## src/rtl/pwmb_pkg.sv

```systemverilog
package pwmb_pkg;

    localparam int DEF_CNT_W  = 16;
    localparam int DEF_FRAC_W = 4;
    localparam int DEF_TC_W   = 4;

    typedef enum logic [2:0] {
        SEL_PERIOD = 3'd0,
        SEL_DUTY   = 3'd1,
        SEL_PHASE  = 3'd2,
        SEL_CMP    = 3'd3,
        SEL_BURST  = 3'd4,
        SEL_CTRL   = 3'd5
    } reg_sel_e;

    typedef struct packed {
        logic chain;
        logic rearm;
        logic enable;
    } ctrl_t;

endpackage

```

## src/rtl/pwmb_regs.sv

```systemverilog
module pwmb_regs
    import pwmb_pkg::*;
#(
    parameter int CNT_W  = DEF_CNT_W,
    parameter int FRAC_W = DEF_FRAC_W,
    parameter int TC_W   = DEF_TC_W,
    localparam int DW    = CNT_W + FRAC_W
) (
    input  logic             clk,
    input  logic             rst,
    input  logic             wr_en,
    input  logic [2:0]       wr_addr,
    input  logic [DW-1:0]    wr_data,
    output logic [CNT_W-1:0] per_clk,
    output logic [CNT_W-1:0] duty_clk,
    output logic [CNT_W-1:0] phase,
    output logic [CNT_W-1:0] cmp,
    output logic [TC_W-1:0]  burst,
    output ctrl_t            ctrl
);
    logic [DW-1:0] period_q, duty_q;

    always_ff @(posedge clk) begin
        if (rst) begin
            period_q <= '0;
            duty_q   <= '0;
            phase    <= '0;
            cmp      <= '0;
            burst    <= '0;
            ctrl     <= '0;
        end else if (wr_en) begin
            case (reg_sel_e'(wr_addr))
                SEL_PERIOD: period_q <= wr_data;
                SEL_DUTY:   duty_q   <= wr_data;
                SEL_PHASE:  phase    <= wr_data[CNT_W-1:0];
                SEL_CMP:    cmp      <= wr_data[CNT_W-1:0];
                SEL_BURST:  burst    <= wr_data[TC_W-1:0];
                SEL_CTRL:   ctrl     <= ctrl_t'(wr_data[2:0]);
                default: ;
            endcase
        end
    end

    // fractional bits are dropped: only whole clocks count
    assign per_clk  = period_q[DW-1:FRAC_W];
    assign duty_clk = duty_q[DW-1:FRAC_W];
endmodule

```

## src/rtl/pwmb_sync.sv

```systemverilog
module pwmb_sync #(
    parameter bit EDGE_MODE = 1'b1
) (
    input  logic clk,
    input  logic rst,
    input  logic sync_in,
    output logic start_ev
);
    generate
        if (EDGE_MODE) begin : g_edge
            logic sync_q;
            always_ff @(posedge clk) begin
                if (rst) sync_q <= 1'b0;
                else     sync_q <= sync_in;
            end
            assign start_ev = sync_in & ~sync_q;
        end else begin : g_level
            assign start_ev = sync_in;
        end
    endgenerate
endmodule

```

## src/rtl/pwmb_core.sv

```systemverilog
module pwmb_core
    import pwmb_pkg::*;
#(
    parameter int CNT_W = DEF_CNT_W,
    parameter int TC_W  = DEF_TC_W
) (
    input  logic             clk,
    input  logic             rst,
    input  logic             start_ev,
    input  logic [CNT_W-1:0] per_clk,
    input  logic [TC_W-1:0]  burst,
    input  ctrl_t            ctrl,
    output logic             running,
    output logic [CNT_W-1:0] cnt
);
    logic [TC_W-1:0]  left;
    logic [CNT_W-1:0] last;
    logic             launch;

    assign last   = (per_clk == '0) ? '0 : per_clk - CNT_W'(1);
    assign launch = start_ev && (!running || ctrl.rearm);

    always_ff @(posedge clk) begin
        if (rst || !ctrl.enable) begin
            running <= 1'b0;
            cnt     <= '0;
            left    <= '0;
        end else if (launch) begin
            running <= 1'b1;
            cnt     <= '0;
            left    <= burst;
        end else if (running) begin
            if (cnt >= last) begin
                cnt <= '0;
                if (left == '0) running <= 1'b0;
                else            left    <= left - TC_W'(1);
            end else begin
                cnt <= cnt + CNT_W'(1);
            end
        end
    end

    assert_start_zero_R5: assert property (@(posedge clk) disable iff (rst)
        (start_ev && ctrl.enable && !running) |=> (running && cnt == '0));

    assert_cnt_in_period_R2: assert property (@(posedge clk) disable iff (rst)
        (running && $stable(per_clk)) |-> (cnt <= last));

    assert_burst_ends_R4: assert property (@(posedge clk) disable iff (rst)
        (running && left == '0 && cnt >= last && !start_ev && ctrl.enable) |=> !running);

    assert_disable_stops_R9: assert property (@(posedge clk) disable iff (rst)
        !ctrl.enable |=> (!running && cnt == '0));
endmodule

```

## src/rtl/pwmb_out.sv

```systemverilog
module pwmb_out
    import pwmb_pkg::*;
#(
    parameter int CNT_W = DEF_CNT_W
) (
    input  logic             running,
    input  logic [CNT_W-1:0] cnt,
    input  logic [CNT_W-1:0] phase,
    input  logic [CNT_W-1:0] duty_clk,
    input  logic [CNT_W-1:0] cmp,
    input  ctrl_t            ctrl,
    output logic             pwm_out,
    output logic             adc_trig,
    output logic             gen_trig
);
    logic [CNT_W:0] hi_end;

    assign hi_end   = {1'b0, phase} + {1'b0, duty_clk};
    assign pwm_out  = running && (cnt >= phase) && ({1'b0, cnt} < hi_end);
    assign adc_trig = running && (cnt == cmp);
    assign gen_trig = adc_trig && ctrl.chain;
endmodule

```

## src/rtl/burst_pwm.sv

```systemverilog
module burst_pwm
    import pwmb_pkg::*;
#(
    parameter int CNT_W     = DEF_CNT_W,
    parameter int FRAC_W    = DEF_FRAC_W,
    parameter int TC_W      = DEF_TC_W,
    parameter bit EDGE_MODE = 1'b1,
    localparam int DW       = CNT_W + FRAC_W
) (
    input  logic          clk,
    input  logic          rst,
    input  logic          wr_en,
    input  logic [2:0]    wr_addr,
    input  logic [DW-1:0] wr_data,
    input  logic          sync_in,
    output logic          pwm_out,
    output logic          adc_trig,
    output logic          gen_trig
);
    logic [CNT_W-1:0] per_clk, duty_clk, phase, cmp, cnt;
    logic [TC_W-1:0]  burst;
    ctrl_t            ctrl;
    logic             start_ev, running;

    pwmb_regs #(.CNT_W(CNT_W), .FRAC_W(FRAC_W), .TC_W(TC_W)) u_regs (
        .clk(clk), .rst(rst), .wr_en(wr_en), .wr_addr(wr_addr), .wr_data(wr_data),
        .per_clk(per_clk), .duty_clk(duty_clk), .phase(phase), .cmp(cmp),
        .burst(burst), .ctrl(ctrl)
    );

    pwmb_sync #(.EDGE_MODE(EDGE_MODE)) u_sync (
        .clk(clk), .rst(rst), .sync_in(sync_in), .start_ev(start_ev)
    );

    pwmb_core #(.CNT_W(CNT_W), .TC_W(TC_W)) u_core (
        .clk(clk), .rst(rst), .start_ev(start_ev), .per_clk(per_clk),
        .burst(burst), .ctrl(ctrl), .running(running), .cnt(cnt)
    );

    pwmb_out #(.CNT_W(CNT_W)) u_out (
        .running(running), .cnt(cnt), .phase(phase), .duty_clk(duty_clk),
        .cmp(cmp), .ctrl(ctrl), .pwm_out(pwm_out), .adc_trig(adc_trig),
        .gen_trig(gen_trig)
    );

    assert_idle_quiet_R4: assert property (@(posedge clk) disable iff (rst)
        !running |-> (!pwm_out && !adc_trig && !gen_trig));

    assert_chain_gated_R8: assert property (@(posedge clk) disable iff (rst)
        (!ctrl.chain) |-> !gen_trig);

    assert_cmp_beyond_R7: assert property (@(posedge clk) disable iff (rst)
        (adc_trig && $stable(per_clk) && per_clk > CNT_W'(1)) |=> !adc_trig);
endmodule

```

## config.mk

```make
export PLATFORM = sky130hd
export DESIGN_NAME = burst_pwm
export DESIGN_NICKNAME = d
export VERILOG_FILES = /design/src/rtl/pwmb_pkg.sv /design/src/rtl/pwmb_regs.sv /design/src/rtl/pwmb_sync.sv /design/src/rtl/pwmb_core.sv /design/src/rtl/pwmb_out.sv /design/src/rtl/burst_pwm.sv
export SDC_FILE = /design/constraint.sdc
export NUM_CORES = 1
export LEC_CHECK = 0
export ABC_AREA = 1
export BUFFER_PORTS_ARGS = -buffer_cell sky130_fd_sc_hd__buf_2
export CAP_MARGIN = 10
export CORE_AREA = 2 2 96 121
export DETAILED_ROUTE_END_ITERATION = 10
export DIE_AREA = 0 0 98 123
export GPL_TIMING_DRIVEN = 0
export PLACE_DENSITY = 0.8
export REMOVE_ABC_BUFFERS = 1
export SYNTH_ARGS = -nofsm -noshare
export SYNTH_HDL_FRONTEND = slang
export SYNTH_HIERARCHICAL = 1
export SYNTH_SLANG_ARGS = --single-unit
```

## constraint.sdc

```tcl
create_clock -name clk -period 3.75 [get_ports clk]
set_input_delay 0.75 -clock clk [delete_from_list [all_inputs] [get_ports clk]]
set_output_delay 0.75 -clock clk [all_outputs]
set_load 0.03 [all_outputs]
```

==> qor.yml <==
status: "finished clean"
utilization: 0.6725
clock_latency_ns: 0.35
num-fill-cells: 996
drv_slew: 0
dr_total_vias: 6367
cts.sinks: 93
ys_seq_area_frac: 0.2775
hold_viol: 0
cts_root_buf: "clkbuf_16"
finClkSkew_ns: 0.002485
reg2reg_depth: 14
timing.critical_path.slowest_stage_cell: "fa_2"
synth_seq_cells: 93
path_buf_inv: 1
htreeDepth: 3
drc: 0
synth-edff-count: 0
viasPerCell: 5.437
max_freq_mhz: 269.0
initial_utilization: 0.6144
yosys.cell_types.count: 47
fin_setup_tns_ns: 0
coreArea_um2: 10920
max_slew_margin: 0.2340
num_antenna_cells: 0
required_ns: 3.00
drt-pass1-iter-count: 5
syn2layout_area_growth_pct: 9.454
grt_first_pass_wirelength_um: 27580
die_w_um: 98
portBuffers: 29
nets: 1128
cap_violations: 0
rr_startpoint: "u_regs/period_q[17]"
p_per_area_nw_per_um2: 327.5
cp_data_arrival_time_ns: 2.97
multi_input_area_um2: 4329
synthFlopType: "dfxtp_1"
synth_area_um2: 6710
synthesis.instances: 1013
critPathTopFamily: "adder cells"
cp-end-kind: "output pin"
wl_per_cell_um: 14.35
track_usage: 0.2847
regToRegEndpoint: "u_core/left[2]"
finalSetupViolCount: 0
grt_pass1_vias: 5799
worst_pin_slew_ns: 1.147
clockBufferDepth: 2
setup.worst_path.start: "u_regs/phase[0]"
drt_iter0_markers: 461
crit_type: "reg2out"
wl_um: 16800
antenna_found_initial: 0
hold_class: "reg2reg"
crit_path_end: "pwm_out"
register_area_um2: 1866
die_area_um2: 12050
leakage_nw: 3.505
ant_nets: 0
place_congestion: 0.9142
start_kind: "register"
cp.depth: 16
fp-row-count: 43
reg2reg_setup_slack_ns: 0.80
grt_max_degree: 72
synth_area_per_cell_um2: 6.624
cts_made_buffers: 9
cts_tree: "yes"
drive_gt1_frac: 0.1081
dp_hpwl_um: 12220
crit_fanout: 3
die_h_um: 123
cts.reportedPaths.clkPinSlew_ns: 0.07
crit_chain: "ha_4 -> fa_2 -> nand3_2 -> nand2_4 -> a21oi_4 -> xor2_1 -> ha_1 -> a21oi_2 -> o21a_1 -> nand3_2 -> nand2_2 -> nand2_2 -> nand2_1 -> nand2_1 -> nor2_2 -> buf_6"
io_pins: 30
yosys_warnings: 6
async_flop_share: 0
min_period_ns: 3.718
vdd_drop_max_v: 0.0002844
finalCritPeriodShare: 0.9914
critPathMaxStageDelay_ns: 0.40
overflow: 0
rsz0062_at_grt: "yes"
[final cells by class]
cell class | count | share of cell area
Tap cell | 135 | 0.02300
Inverter | 125 | 0.06422
Clock buffer | 9 | 0.03066
Timing Repair Buffer | 34 | 0.02896
Multi-Input combinational cell | 769 | 0.5894
Clock inverter | 6 | 0.009710
Sequential cell | 93 | 0.2540
[layout by cell type, fill, tap and decap left out, types with 19 or more instances in the layout]
master,instances
a21oi_1,41
buf_2,28
dfxtp_1,92
ha_1,66
inv_1,122
nand2_1,208
nand3_1,98
nor2_1,199
o21ai_0,19
[state kept, by name, indices dropped and copies added (netlist names), 3 cells and up]
signal,count
u_regs/cmp,16
u_regs/phase,16
u_regs/burst,4
u_regs/ctrl,3
u_regs/duty_q,16
u_regs/period_q,16
u_core/left,4
u_core/cnt,16
[worst reg2reg max path, cell delays in order (launching register included)]
cell	delay [ns]
dfxtp_1	0.35
nor2_2	0.15
nand3_1	0.09
nor4_1	0.26
nand4_2	0.38
nand2_1	0.19
ha_1	0.26
a21oi_1	0.14
o21ai_0	0.10
a21oi_1	0.32
nand2_1	0.13
nand2_1	0.23
nand3_1	0.12
nand2_1	0.08
nor2_1	0.04
[where the power goes]
group	internal [mW]	leakage (nW)	switching, mW
registers	1.01	0.755	0.0227
clock network	0.519	0.139	0.401
logic	0.166	2.61	0.282
total	1.70	3.51	0.706
[cell families after synthesis]
kind of cell	after synthesis	share of synthesized area
adders and majority gates	69	0.1298
DFF	93	0.2775
xor gates and xnor gates	31	0.04046
buffers and inverters	151	0.09528
AOI/OAI and AO/OA	92	0.07776
and+or+nand+nor	577	0.3793
[synth_stat cells (3+ instances only)]
cell      number  area share
o22ai_1        3      0.0028
a31oi_1        5      0.0047
or2_2          3      0.0028
nand2_1      212        0.12
nor3_1         8      0.0060
o21ai_0       20       0.015
dfxtp_1       93        0.28
nor2_4        10       0.017
xor2_1        15       0.020
a21oi_1       47       0.035
buf_2          8      0.0060
o21ai_2        3      0.0039
ha_1          68        0.13
and3_1         3      0.0028
nand3b_1       3      0.0034
buf_1          6      0.0034
o21bai_1       4      0.0045
nand4_1        9      0.0084
buf_6          6       0.010
nor2_1       200        0.11
xnor2_1       16       0.021
buf_4          4      0.0045
nand3_1      100       0.075
inv_1        122       0.068
nand2_2        9      0.0084
nor2_2         9      0.0084
[routing by layer]
layer  up-vias  part of all wire  global-route usage
met5         -                 0                   0
met2       178              0.49              0.4957
met3        33             0.051             0.03166
met4         0             0.023              0.1024
li1       3276                 -                   -
met1      2880              0.44              0.3662
[per-stage QoR]
stage / power, mW / cells / area [um^2] / hold WS [ns] / setup slack, ns
detailed placement: 1.487 / 1152 / 6889 / 0.4734 / 0.08819
global placement: 1.472 / 1151 / 6857 / 0.4609 / 0.1317
floorplan: 1.378 / 987 / 6543 / 0.4550 / 0.5569
CTS: 2.409 / 1167 / 7237 / 0.4876 / 0.004573
global route: 2.523 / 1171 / 7345 / 0.5109 / -0.08778
finish: 2.405 / 1171 / 7345 / 0.4853 / 0.03233
[worst min-delay path by stage]
| stage | slack, ns | startpoint | end | cells past startpoint |
|---|---|---|---|---|
| after floorplan | 0.46 | u_regs/cmp[11] | u_regs/cmp[11] | 2 |
| after global placement | 0.46 | u_regs/cmp[7] | u_regs/cmp[7] | 2 |
| after detailed placement | 0.47 | u_regs/cmp[8] | u_regs/cmp[8] | 2 |
| after CTS | 0.49 | u_regs/cmp[8] | u_regs/cmp[8] | 2 |
| after global routing | 0.51 | u_regs/cmp[8] | u_regs/cmp[8] | 2 |
| final | 0.49 | u_regs/cmp[8] | u_regs/cmp[8] | 2 |
[what timing repair did]
| action | 4_1_cts | 5_1_grt |
|---|---|---|
| pin swaps | 1 | 14 |
| hold buffers | 0 | 0 |
| endpoints found under the hold margin | 0 | 0 |
| setup buffers | 0 | 3 |
| setup endpoints to repair | 1 | 1 |
| gates resized for setup | 10 | 19 |
(Power assumes the default switching activity.)
